<file path="src/rtl/usart_rf_pkg.sv">
`timescale 1ns/1ps
package usart_rf_pkg;

   typedef enum logic [1:0] {
      SQ_MODE  = 2'd0,
      SQ_SYNC1 = 2'd1,
      SQ_SYNC2 = 2'd2,
      SQ_CMD   = 2'd3
   } seq_e;

   // mode byte, MSB first as written by the processor
   typedef struct packed {
      logic [1:0] hi_sel;     // stop code (async) / {single, ext} (sync)
      logic       par_even;
      logic       par_en;
      logic [1:0] len_code;
      logic [1:0] baud_code;
   } mode_t;

   localparam int ST_TXRDY = 0;
   localparam int ST_RXRDY = 1;
   localparam int ST_TXEMP = 2;
   localparam int ST_PERR  = 3;
   localparam int ST_OERR  = 4;
   localparam int ST_FERR  = 5;

   localparam int CMD_IRST = 6;

endpackage

</file>
<file path="src/rtl/usart_rf_rstfilt.sv">
`timescale 1ns/1ps
module usart_rf_rstfilt #(
   parameter int RST_MIN = 6
) (
   input  logic clk,
   input  logic rst,
   output logic rst_eff
);

   generate
      if (RST_MIN <= 1) begin : g_direct
         assign rst_eff = rst;
      end else begin : g_count
         localparam int CW = $clog2(RST_MIN + 1);
         logic [CW-1:0] cnt;

         always_ff @(posedge clk) begin
            if (!rst)
               cnt <= '0;
            else if (cnt != CW'(RST_MIN))
               cnt <= cnt + 1'b1;
         end

         assign rst_eff = rst && (cnt >= CW'(RST_MIN - 1));

         // first edge of a reset pulse is never enough on its own
         assert_short_reset_ignored_R7: assert property (@(posedge clk)
            $rose(rst) |-> !rst_eff);
      end
   endgenerate

endmodule

</file>
<file path="src/rtl/usart_rf_busdec.sv">
`timescale 1ns/1ps
module usart_rf_busdec #(
   parameter int DW           = 8,
   parameter bit ACT_ON_TRAIL = 1'b0
) (
   input  logic          clk,
   input  logic          rst_eff,
   input  logic          cs_n,
   input  logic          rd_n,
   input  logic          wr_n,
   input  logic          cd_sel,
   input  logic [DW-1:0] din,
   output logic          wr_evt,
   output logic          rd_evt,
   output logic          evt_cd,
   output logic [DW-1:0] evt_din,
   output logic          rd_lvl
);

   logic sel_wr, sel_rd;
   logic sel_wr_q, sel_rd_q;

   // a strobe counts only alone and only with chip select low
   assign sel_wr = !cs_n && !wr_n && rd_n;
   assign sel_rd = !cs_n && !rd_n && wr_n;
   assign rd_lvl = sel_rd;

   always_ff @(posedge clk) begin
      sel_wr_q <= sel_wr;
      sel_rd_q <= sel_rd;
   end

   generate
      if (ACT_ON_TRAIL) begin : g_trail
         logic          cd_q;
         logic [DW-1:0] din_q;
         always_ff @(posedge clk) begin
            cd_q  <= cd_sel;
            din_q <= din;
         end
         assign wr_evt  = sel_wr_q && !sel_wr;
         assign rd_evt  = sel_rd_q && !sel_rd;
         assign evt_cd  = cd_q;
         assign evt_din = din_q;
      end else begin : g_lead
         assign wr_evt  = sel_wr && !sel_wr_q;
         assign rd_evt  = sel_rd && !sel_rd_q;
         assign evt_cd  = cd_sel;
         assign evt_din = din;
      end
   endgenerate

   assert_single_write_R11: assert property (@(posedge clk) disable iff (rst_eff)
      wr_evt |=> !wr_evt);
   assert_single_read_R11: assert property (@(posedge clk) disable iff (rst_eff)
      rd_evt |=> !rd_evt);

endmodule

</file>
<file path="src/rtl/usart_rf_ctlseq.sv">
`timescale 1ns/1ps
module usart_rf_ctlseq
   import usart_rf_pkg::*;
#(
   parameter int DW = 8
) (
   input  logic          clk,
   input  logic          rst_eff,
   input  logic          ctl_wr,
   input  logic [DW-1:0] wdat,
   output mode_t         mode_q,
   output logic [DW-1:0] sync_a,
   output logic [DW-1:0] sync_b,
   output logic [DW-1:0] cmd_q
);

   seq_e  st;
   mode_t wmode;

   assign wmode = mode_t'(wdat[7:0]);

   always_ff @(posedge clk) begin
      if (rst_eff) begin
         st     <= SQ_MODE;
         mode_q <= '0;
         sync_a <= '0;
         sync_b <= '0;
         cmd_q  <= '0;
      end else if (ctl_wr) begin
         case (st)
            SQ_MODE: begin
               mode_q <= wmode;
               st     <= (wmode.baud_code == 2'b00) ? SQ_SYNC1 : SQ_CMD;
            end
            SQ_SYNC1: begin
               sync_a <= wdat;
               st     <= mode_q.hi_sel[1] ? SQ_CMD : SQ_SYNC2;
            end
            SQ_SYNC2: begin
               sync_b <= wdat;
               st     <= SQ_CMD;
            end
            default: begin
               if (wdat[CMD_IRST]) begin
                  cmd_q <= '0;
                  st    <= SQ_MODE;
               end else begin
                  cmd_q <= wdat;
               end
            end
         endcase
      end
   end

   assert_mode_capture_R3: assert property (@(posedge clk) disable iff (rst_eff)
      (st == SQ_MODE && ctl_wr) |=> mode_q == $past(wmode));
   assert_async_to_cmd_R5: assert property (@(posedge clk) disable iff (rst_eff)
      (st == SQ_MODE && ctl_wr && wdat[1:0] != 2'b00) |=> st == SQ_CMD);
   assert_sync_first_R4: assert property (@(posedge clk) disable iff (rst_eff)
      (st == SQ_SYNC1 && ctl_wr) |=> (sync_a == $past(wdat) && $stable(cmd_q)));
   assert_irst_R6: assert property (@(posedge clk) disable iff (rst_eff)
      (st == SQ_CMD && ctl_wr && wdat[CMD_IRST]) |=> (st == SQ_MODE && cmd_q == '0));

endmodule

</file>
<file path="src/rtl/usart_regfront.sv">
`timescale 1ns/1ps
module usart_regfront
   import usart_rf_pkg::*;
#(
   parameter int DW           = 8,
   parameter int RST_MIN      = 6,
   parameter bit ACT_ON_TRAIL = 1'b0
) (
   input  logic          clk,
   input  logic          rst,
   input  logic          cs_n,
   input  logic          rd_n,
   input  logic          wr_n,
   input  logic          cd_sel,
   input  logic [DW-1:0] din,
   output logic [DW-1:0] dout,
   input  logic          rx_strobe,
   input  logic [DW-1:0] rx_byte,
   input  logic          tx_take,
   input  logic          tx_empty,
   input  logic          err_parity,
   input  logic          err_overrun,
   input  logic          err_frame,
   output logic [DW-1:0] tx_data,
   output logic          tx_load,
   output logic          tx_ready,
   output logic          rx_ready,
   output logic          cfg_sync,
   output logic [1:0]    cfg_baud,
   output logic [3:0]    cfg_char_bits,
   output logic          cfg_par_en,
   output logic          cfg_par_even,
   output logic [1:0]    cfg_stop,
   output logic          cfg_ext_sync,
   output logic          cfg_single_sync,
   output logic [DW-1:0] sync_char_a,
   output logic [DW-1:0] sync_char_b,
   output logic [DW-1:0] cmd_word
);

   localparam int STAT_USED = ST_FERR + 1;

   generate
      if (DW != 8) begin : g_bad_dw
         $error("usart_regfront: mode layout needs DW == 8");
      end
      if (RST_MIN < 1) begin : g_bad_rst
         $error("usart_regfront: RST_MIN must be at least 1");
      end
   endgenerate

   logic          rst_eff;
   logic          wr_evt, rd_evt, evt_cd, rd_lvl;
   logic [DW-1:0] evt_din;
   logic          data_wr, ctl_wr, data_rd;
   logic [DW-1:0] rx_q;
   logic [DW-1:0] status;
   mode_t         mode_q;

   usart_rf_rstfilt #(.RST_MIN(RST_MIN)) u_rst (
      .clk     (clk),
      .rst     (rst),
      .rst_eff (rst_eff)
   );

   usart_rf_busdec #(.DW(DW), .ACT_ON_TRAIL(ACT_ON_TRAIL)) u_bus (
      .clk     (clk),
      .rst_eff (rst_eff),
      .cs_n    (cs_n),
      .rd_n    (rd_n),
      .wr_n    (wr_n),
      .cd_sel  (cd_sel),
      .din     (din),
      .wr_evt  (wr_evt),
      .rd_evt  (rd_evt),
      .evt_cd  (evt_cd),
      .evt_din (evt_din),
      .rd_lvl  (rd_lvl)
   );

   assign data_wr = wr_evt && !evt_cd;
   assign ctl_wr  = wr_evt &&  evt_cd;
   assign data_rd = rd_evt && !evt_cd;

   usart_rf_ctlseq #(.DW(DW)) u_seq (
      .clk     (clk),
      .rst_eff (rst_eff),
      .ctl_wr  (ctl_wr),
      .wdat    (evt_din),
      .mode_q  (mode_q),
      .sync_a  (sync_char_a),
      .sync_b  (sync_char_b),
      .cmd_q   (cmd_word)
   );

   // transmit holding register
   always_ff @(posedge clk) begin
      if (rst_eff) begin
         tx_data  <= '0;
         tx_load  <= 1'b0;
         tx_ready <= 1'b1;
      end else begin
         tx_load <= data_wr;
         if (data_wr) begin
            tx_data  <= evt_din;
            tx_ready <= 1'b0;
         end else if (tx_take) begin
            tx_ready <= 1'b1;
         end
      end
   end

   // receive data register
   always_ff @(posedge clk) begin
      if (rst_eff) begin
         rx_q     <= '0;
         rx_ready <= 1'b0;
      end else if (rx_strobe) begin
         rx_q     <= rx_byte;
         rx_ready <= 1'b1;
      end else if (data_rd) begin
         rx_ready <= 1'b0;
      end
   end

   always_comb begin
      status            = '0;
      status[ST_TXRDY]  = tx_ready;
      status[ST_RXRDY]  = rx_ready;
      status[ST_TXEMP]  = tx_empty;
      status[ST_PERR]   = err_parity;
      status[ST_OERR]   = err_overrun;
      status[ST_FERR]   = err_frame;
   end

   assign dout = !rd_lvl ? '0 : (cd_sel ? status : rx_q);

   // mode field decode
   assign cfg_sync        = (mode_q.baud_code == 2'b00);
   assign cfg_baud        = mode_q.baud_code;
   assign cfg_char_bits   = 4'd5 + {2'b00, mode_q.len_code};
   assign cfg_par_en      = mode_q.par_en;
   assign cfg_par_even    = mode_q.par_even;
   assign cfg_stop        = cfg_sync ? 2'b00 : mode_q.hi_sel;
   assign cfg_ext_sync    = cfg_sync & mode_q.hi_sel[0];
   assign cfg_single_sync = cfg_sync & mode_q.hi_sel[1];

   assert_status_pad_R8: assert property (@(posedge clk) disable iff (rst_eff)
      (rd_lvl && cd_sel) |-> dout[DW-1:STAT_USED] == '0);
   assert_cs_quiet_R1: assert property (@(posedge clk) disable iff (rst_eff)
      (cs_n && !rx_strobe) |=> rx_ready == $past(rx_ready));
   assert_load_pulse_R2: assert property (@(posedge clk) disable iff (rst_eff)
      tx_load |=> !tx_load);
   assert_tx_busy_R2: assert property (@(posedge clk) disable iff (rst_eff)
      data_wr |=> (!tx_ready && tx_load));
   assert_rx_set_R9: assert property (@(posedge clk) disable iff (rst_eff)
      rx_strobe |=> rx_ready);

endmodule

</file>
<file path="config.mk">
export PLATFORM = sky130hd
export DESIGN_NAME = usart_regfront
export DESIGN_NICKNAME = d
export VERILOG_FILES = /design/src/rtl/usart_rf_pkg.sv /design/src/rtl/usart_rf_rstfilt.sv /design/src/rtl/usart_rf_busdec.sv /design/src/rtl/usart_rf_ctlseq.sv /design/src/rtl/usart_regfront.sv
export SDC_FILE = /design/constraint.sdc
export NUM_CORES = 1
export LEC_CHECK = 0
export BUFFER_PORTS_ARGS = -buffer_cell sky130_fd_sc_hd__buf_2
export CORE_ASPECT_RATIO = 2
export CORE_MARGIN = 1
export CORE_UTILIZATION = 54
export CTS_CLUSTER_DIAMETER = 60
export DETAILED_ROUTE_END_ITERATION = 10
export GPL_ROUTABILITY_DRIVEN = 1
export PLACE_DENSITY = 0.85
export SLEW_MARGIN = 30
export SYNTH_ARGS = -nofsm -noshare
export SYNTH_HDL_FRONTEND = slang
export SYNTH_SLANG_ARGS = --single-unit
</file>
<file path="constraint.sdc">
create_clock -name clk -period 3.37 [get_ports clk]
set_clock_uncertainty 0.05 [all_clocks]
set_input_delay 0 -clock clk [delete_from_list [all_inputs] [get_ports clk]]
set_output_delay 0 -clock clk [all_outputs]
set_load 0.01 [all_outputs]
</file>
==> flow_summary.toml, run 1 <==
[finish]
final_nets = 422
final_cells = 445
synthToLayoutAreaGrowth_pct = 31.6
drive_above_1_share_pct = 27.2
diodes = 0

[sta]
relSlewSlack_pct = 36.7
finalSetupViolCount = 0
max_freq_ghz = 0.462
worst_slack_ps = 1210
period_needed_ps = 2160
fin_hold_ws_ps = 46.7
tns_ps = 0
period_share_pct = 64.2
rsz0062_at_grt = "no"
maxSlewViolCount = 0
finalHoldViolCount = 0
worst_pin_slew_ps = 949

[route]
detail-route-antenna-nets = 0
vias_per_cell = 5.71
drt_iter0_markers = 88
drcViolationCount = 0
drt_wl_total_mm = 6.85
num_vias = 2540
dr.pass1.iters = 4
wl_per_cell_um = 15.4

[die]
dieArea_um2 = 5000
fp.dieH_um = 99.0
fp.dieW_um = 50.5
core.rowCount = 35
core_um2 = 4550
io_pins = 84
initial_utilization_pct = 55.8

[critical_path]
endpoint_kind = "flop"
rrSetupSlack_ps = 1210
cp_cell_sequence = "inv_1 -> ha_1 -> o311a_1 -> or4_1 -> mux2i_1"
critPathLaunch = "u_rst.g_count.cnt[1]"
reg2reg_depth = 5
worst_setup_path_start_kind = "flop"
worstReg2RegEnd = "u_seq.st[1]"
r2r_start = "u_rst.g_count.cnt[1]"
critPathKind = "reg2reg"
worst_ep_required_time_ps = 3580
slowest_delay_ps = 610
crit_fanout = 29
critical_path_arrival_ps = 2380
cp_slowest_cell = "o311a_1"

[logic_synthesis]
synth_seq_cells = 57
async_flop_share_pct = 0
synth_warnings = 0
syn_avg_cell_area_um2 = 8.58
synthesis.nets = 333
ys.flop_type = "dfxtp_1"
ys_seq_area_share_pct = 44.9
syn_inst = 296
syn-cell-area_um2 = 2540
ys_types = 37
synth_edf_count = 0

[global_routing]
grt_max_degree = 35
met2_usage_pct = 52.9
track_usage_pct = 28.9
grtUsageMet3_pct = 5.25
grt_util_met1_pct = 28.0
grt.busiest_layer = "met2"
antenna_found_initial = 0
grt_pass1_vias = 2396
overflow = 0
grt_first_pass_wirelength_mm = 10.8

[worst_hold_path]
min_path_type = "in2reg"
hold_end = "rx_ready"
hold_depth = 3
hp-start = "rx_strobe"

[placement]
dp.cells = 409
port_buffers = 82
routabilityCongestion = 0.792
dpl.hpwl_mm = 4.59
dp_worst_setup_slack_ps = 1240

[clock_network]
postCtsSetupBuffers = 0
clk_path_buf_depth = 2
insertion_delay_ps = 340
cts_tree = "built"
cts_root_buffer = "clkbuf_8"
ctsHoldBuffers = 20
postCtsResizedCells = 0
path_clk_slew_ps = 60
numCtsBuffers = 9
h-tree-depth = 3
cts_sinks = 57

[pwr]
p_leak_nw = 1.52
power_density_nw_per_um2 = 740
vdd_drop_max_uv = 756
power_mw = 2.47

[run_status]
outcome = "complete, no violations"

[run]
max_cap_viol_count = 0
## kinds of logic (layout without fill, tap and decap cells)
family | count (synthesis) | count (layout) | share of synthesized area, %
DFF | 57 | 57 | 44.9
xor gates and xnor gates | 1 | 1 | 0.345
buffers and inverters | 34 | 128 | 5.67
adders and majority gates | 9 | 9 | 4.43
AOI/OAI and AO/OA | 87 | 87 | 17.9
and+or+nand+nor | 91 | 91 | 20.2
muxes | 16 | 16 | 6.35
other | 1 | 1 | 0.148
## where the power goes
group	internal, mW	switching, mW	total, mW
Sequential	0.888	0.126	1.01
Clock	0.412	0.262	0.674
Combinational	0.357	0.429	0.786
## sequential cells by signal (all words and copies together), names as in the netlist, 2 cells and up
name,count
tx_data,8
u_seq.sync_b,8
u_seq.cmd_q,7
rx_q,8
u_rst.g_count.cnt,3
u_seq.st,2
u_seq.mode_q,8
u_seq.sync_a,8
## per-layer routing
| metal | vias to the layer above | share of wire, % |
|---|---|---|
| met1 | 1189 | 35 |
| met4 | 0 | 3.2 |
| li1 | 1223 | - |
| met3 | 20 | 5.5 |
| met5 | - | 0 |
| met2 | 108 | 57 |
## how the worst max path moves through the flow
stage / end / slack [ps] / depth (start not counted)
2_1_floorplan: u_seq.st[1] / 1700 / 5
3_3_place_gp: u_seq.st[1] / 1320 / 5
3_5_place_dp: u_seq.st[1] / 1240 / 5
4_1_cts: u_seq.st[1] / 1220 / 5
5_1_grt: u_seq.st[1] / 1110 / 5
6_report: u_seq.st[1] / 1210 / 5
## cells in the final DEF (no fill, tap or decap), types with 2 or more instances in the layout
| master | count |
|---|---|
| nor3_1 | 4 |
| buf_4 | 2 |
| o21ai_0 | 41 |
| nor2_1 | 20 |
| and3b_1 | 3 |
| nand3_1 | 32 |
| and2_1 | 5 |
| a21oi_1 | 40 |
| bufinv_16 | 2 |
| clkbuf_8 | 9 |
| mux2i_1 | 15 |
| ha_1 | 9 |
| clkinv_2 | 3 |
| dfxtp_1 | 57 |
| nor2b_1 | 3 |
| inv_1 | 8 |
| nand2_1 | 4 |
| nand4b_1 | 7 |
| dlygate4sd3_1 | 20 |
| nand3b_1 | 3 |
| or3b_2 | 2 |
| buf_2 | 82 |
## final cells by class
class                      count  area (um^2)
inverter                       8         30.0
timing repair buffer         104          626
clock inverter                 6         82.6
fill                         363         1210
clock buffer                  10          128
multi-input combinational    205         1270
tap                           55         68.8
sequential                    57         1140
## synth_stat cells (2+ instances only)
| cell type | number | area, um^2 |
|---|---|---|
| a21oi_1 | 40 | 200 |
| and2_1 | 5 | 31.3 |
| and3b_1 | 3 | 26.3 |
| buf_1 | 2 | 7.51 |
| buf_2 | 4 | 20.0 |
| buf_4 | 3 | 22.5 |
| clkbuf_1 | 17 | 63.8 |
| dfxtp_1 | 57 | 1140 |
| ha_1 | 9 | 113 |
| inv_1 | 8 | 30.0 |
| mux2i_1 | 15 | 150 |
| nand2_1 | 4 | 15.0 |
| nand3_1 | 32 | 160 |
| nand3b_1 | 3 | 22.5 |
| nand4b_1 | 7 | 61.3 |
| nor2_1 | 20 | 75.1 |
| nor2b_1 | 3 | 18.8 |
| nor3_1 | 4 | 20.0 |
| nor3b_1 | 2 | 15.0 |
| o21ai_0 | 41 | 205 |
## critical path: cells and delay by family, from the launching register on
kind	cells	cell delay, ps
buffers and inverters	1	70
adder cells (fa/ha/maj)	1	190
flip-flops	1	420
multiplexers	1	150
AND/OR/NAND/NOR	1	610
AO/OA/AOI/OAI	1	610
## per-stage QoR
stage / area (um^2) / util, %
2_1_floorplan: 2540 / -
3_3_place_gp: 2930 / 64.2
3_5_place_dp: 2930 / 64.4
4_1_cts: 3340 / 73.4
5_1_grt: 3340 / 73.4
6_report: 3340 / 73.4
Note: power is estimated with default switching activity, not from simulation.
==> run 2, diff against run 1 <==
--- a/config.mk
+++ b/config.mk
@@ -8,11 +8,11 @@
 export BUFFER_PORTS_ARGS = -buffer_cell sky130_fd_sc_hd__buf_2
 export CORE_ASPECT_RATIO = 2
 export CORE_MARGIN = 1
-export CORE_UTILIZATION = 54
+export CORE_UTILIZATION = 50
 export CTS_CLUSTER_DIAMETER = 60
 export DETAILED_ROUTE_END_ITERATION = 10
 export GPL_ROUTABILITY_DRIVEN = 1
-export PLACE_DENSITY = 0.85
+export PLACE_DENSITY = 0.79
 export SLEW_MARGIN = 30
 export SYNTH_ARGS = -nofsm -noshare
 export SYNTH_HDL_FRONTEND = slang
==> constraint.sdc (replaced) <==
create_clock -name clk -period 2.13 [get_ports clk]
set_clock_uncertainty 0.05 [all_clocks]
set_input_delay 0 -clock clk [delete_from_list [all_inputs] [get_ports clk]]
set_output_delay 0 -clock clk [all_outputs]
set_load 0.01 [all_outputs]
==> flow_summary.toml, run 2 (same netlist as run 1, synthesis figures left out) <==
[die]
core_um2 = 4860
dieArea_um2 = 5390
core.rowCount = 36
initial_utilization_pct = 52.2
fp.dieW_um = 52.4
io_pins = 84
fp.dieH_um = 103

[finish]
num-fill-cells = 413
mostFrequentLayoutCells = "buf_2, dfxtp_1, o21ai_0"
layout_commonest_cell = "buf_2"
diodes = 0
synthToLayoutAreaGrowth_pct = 33.3
final_area_um2 = 3390
drive_above_1_share_pct = 27.3
ff_latch_area_um2 = 1140
final_nets = 424
utilization_pct = 69.6
multi_input_area_um2 = 1260

[global_routing]
antenna_found_initial = 0
overflow = 0
grt_pass1_vias = 2427
grt_max_degree = 51
grt_first_pass_wirelength_mm = 10.9
track_usage_pct = 27.7

[critical_path]
worstReg2RegEnd = "u_seq.st[0]"
cp_num_buf_inv = 3
cp_slowest_cell = "or3b_2"
cp.depth = 6
r2r_start = "u_rst.g_count.cnt[1]"
critical_path_arrival_ps = 1860
endpoint_kind = "output port"
worst_setup_path_start_kind = "input port"
cp_cell_sequence = "dlygate4sd3_1 -> buf_2 -> or3b_2 -> nor2_1 -> and2_1 -> buf_2"
crit_fanout = 8
crit_family = "simple AND/OR/NAND/NOR gates"
worst_ep_required_time_ps = 2080
reg2reg_depth = 6
critPathKind = "in2out"
rrSetupSlack_ps = 360
critPathMostFrequentCell = "buf_2"
slowest_delay_ps = 580

[pwr]
p_int_mw = 2.78
pwr-share-seq_pct = 39.1
p_leak_nw = 1.55
vdd_drop_max_uv = 1080
swShare_pct = 31.9
p_sw_mw = 1.30
pwr-share-clk_pct = 30.3
power_mw = 4.07
p_comb_share_pct = 30.5
power_density_nw_per_um2 = 1200

[placement]
dpl.hpwl_mm = 4.44
port_buffers = 82
routabilityCongestion = 0.737
placed_cell_area_um2 = 2940
dp_worst_setup_slack_ps = 380

[clock_network]
postCtsResizedCells = 0
ctsHoldBuffers = 20
cts_sinks = 57
postCtsSetupBuffers = 0
path_clk_slew_ps = 70
numCtsBuffers = 9
clk_path_buf_depth = 2
h-tree-depth = 3
cts_root_buffer = "clkbuf_8"
cts_tree = "built"
insertion_delay_ps = 340

[route]
drt_wl_total_mm = 6.84
dr.pass1.iters = 4
drcViolationCount = 0
vias_per_cell = 5.61
detail-route-antenna-nets = 0
wl_per_cell_um = 15.2
num_vias = 2517
drt_iter0_markers = 98

[sta]
finalHoldViolCount = 0
period_needed_ps = 1910
rsz0062_at_grt = "no"
worst_slack_ps = 222
tns_ps = 0
period_share_pct = 89.6
relSlewSlack_pct = 59.8
maxSlewViolCount = 0
worst_pin_slew_ps = 595
max_freq_ghz = 0.524
finalSetupViolCount = 0

[worst_hold_path]
min_path_type = "in2reg"
hold_depth = 3
hp-start = "rx_strobe"
hold_end = "rx_q[4]"

[run]
max_cap_viol_count = 0

[run_status]
outcome = "complete, no violations"
==> run 2: cell types whose count changed in the layout (fill, tap and decap cells not counted), sizes merged <==
cell,previous run,this run
buf,84,86
clkinvlp,1,0
bufinv,2,3
==> run 2: worst max path at each step <==
stage	startpoint	to
floorplan	u_rst.g_count.cnt[1]	u_seq.st[1]
global placement	u_rst.g_count.cnt[1]	u_seq.st[0]
detailed placement	u_rst.g_count.cnt[1]	u_seq.st[0]
CTS	cs_n	dout[7]
global route	cs_n	dout[6]
finish	cs_n	dout[6]
==> run 2: routing by layer <==
metal / vias up / share of wire (%) / GRT usage (%)
li1: 1223 / - / -
met1: 1174 / 37 / 26.2
met2: 100 / 55 / 51.7
met3: 20 / 5.1 / 7.82
met4: 0 / 3.0 / 13.6
met5: - / 0 / 0
==> run 2: final cells by class <==
class                   instances  area share (%)
inverters                       8           0.887
clock inverters                 6            3.10
repair buffers                106            18.9
multi-input cells             205            37.2
flip-flops and latches         57            33.7
clock buffers                  10            4.07
well taps                      57            2.11
==> run 2: through the flow <==
stage,hold slack [ps],std cells
5_1_grt,51.1,449
3_3_place_gp,184,413
3_5_place_dp,188,413
4_1_cts,39.9,449
2_1_floorplan,26.1,296
6_report,49.7,449
==> run 2: worst reg2reg max path, cell delays in order, from the launching register on <==
cell and delay [ps]:
dfxtp_1 410, inv_1 70, ha_1 190, o311a_1 310, buf_4 290, nor3_1 220
mux2_2 170
==> run 2: power groups by stage <==
stage	Sequential (mW)	Clock, mW	Combinational (mW)
detailed placement	1.61	0	1.21
floorplan	1.69	0	0.669
global route	1.64	1.32	1.41
CTS	1.59	1.25	1.24
global placement	1.60	0	1.17
finish	1.59	1.24	1.24
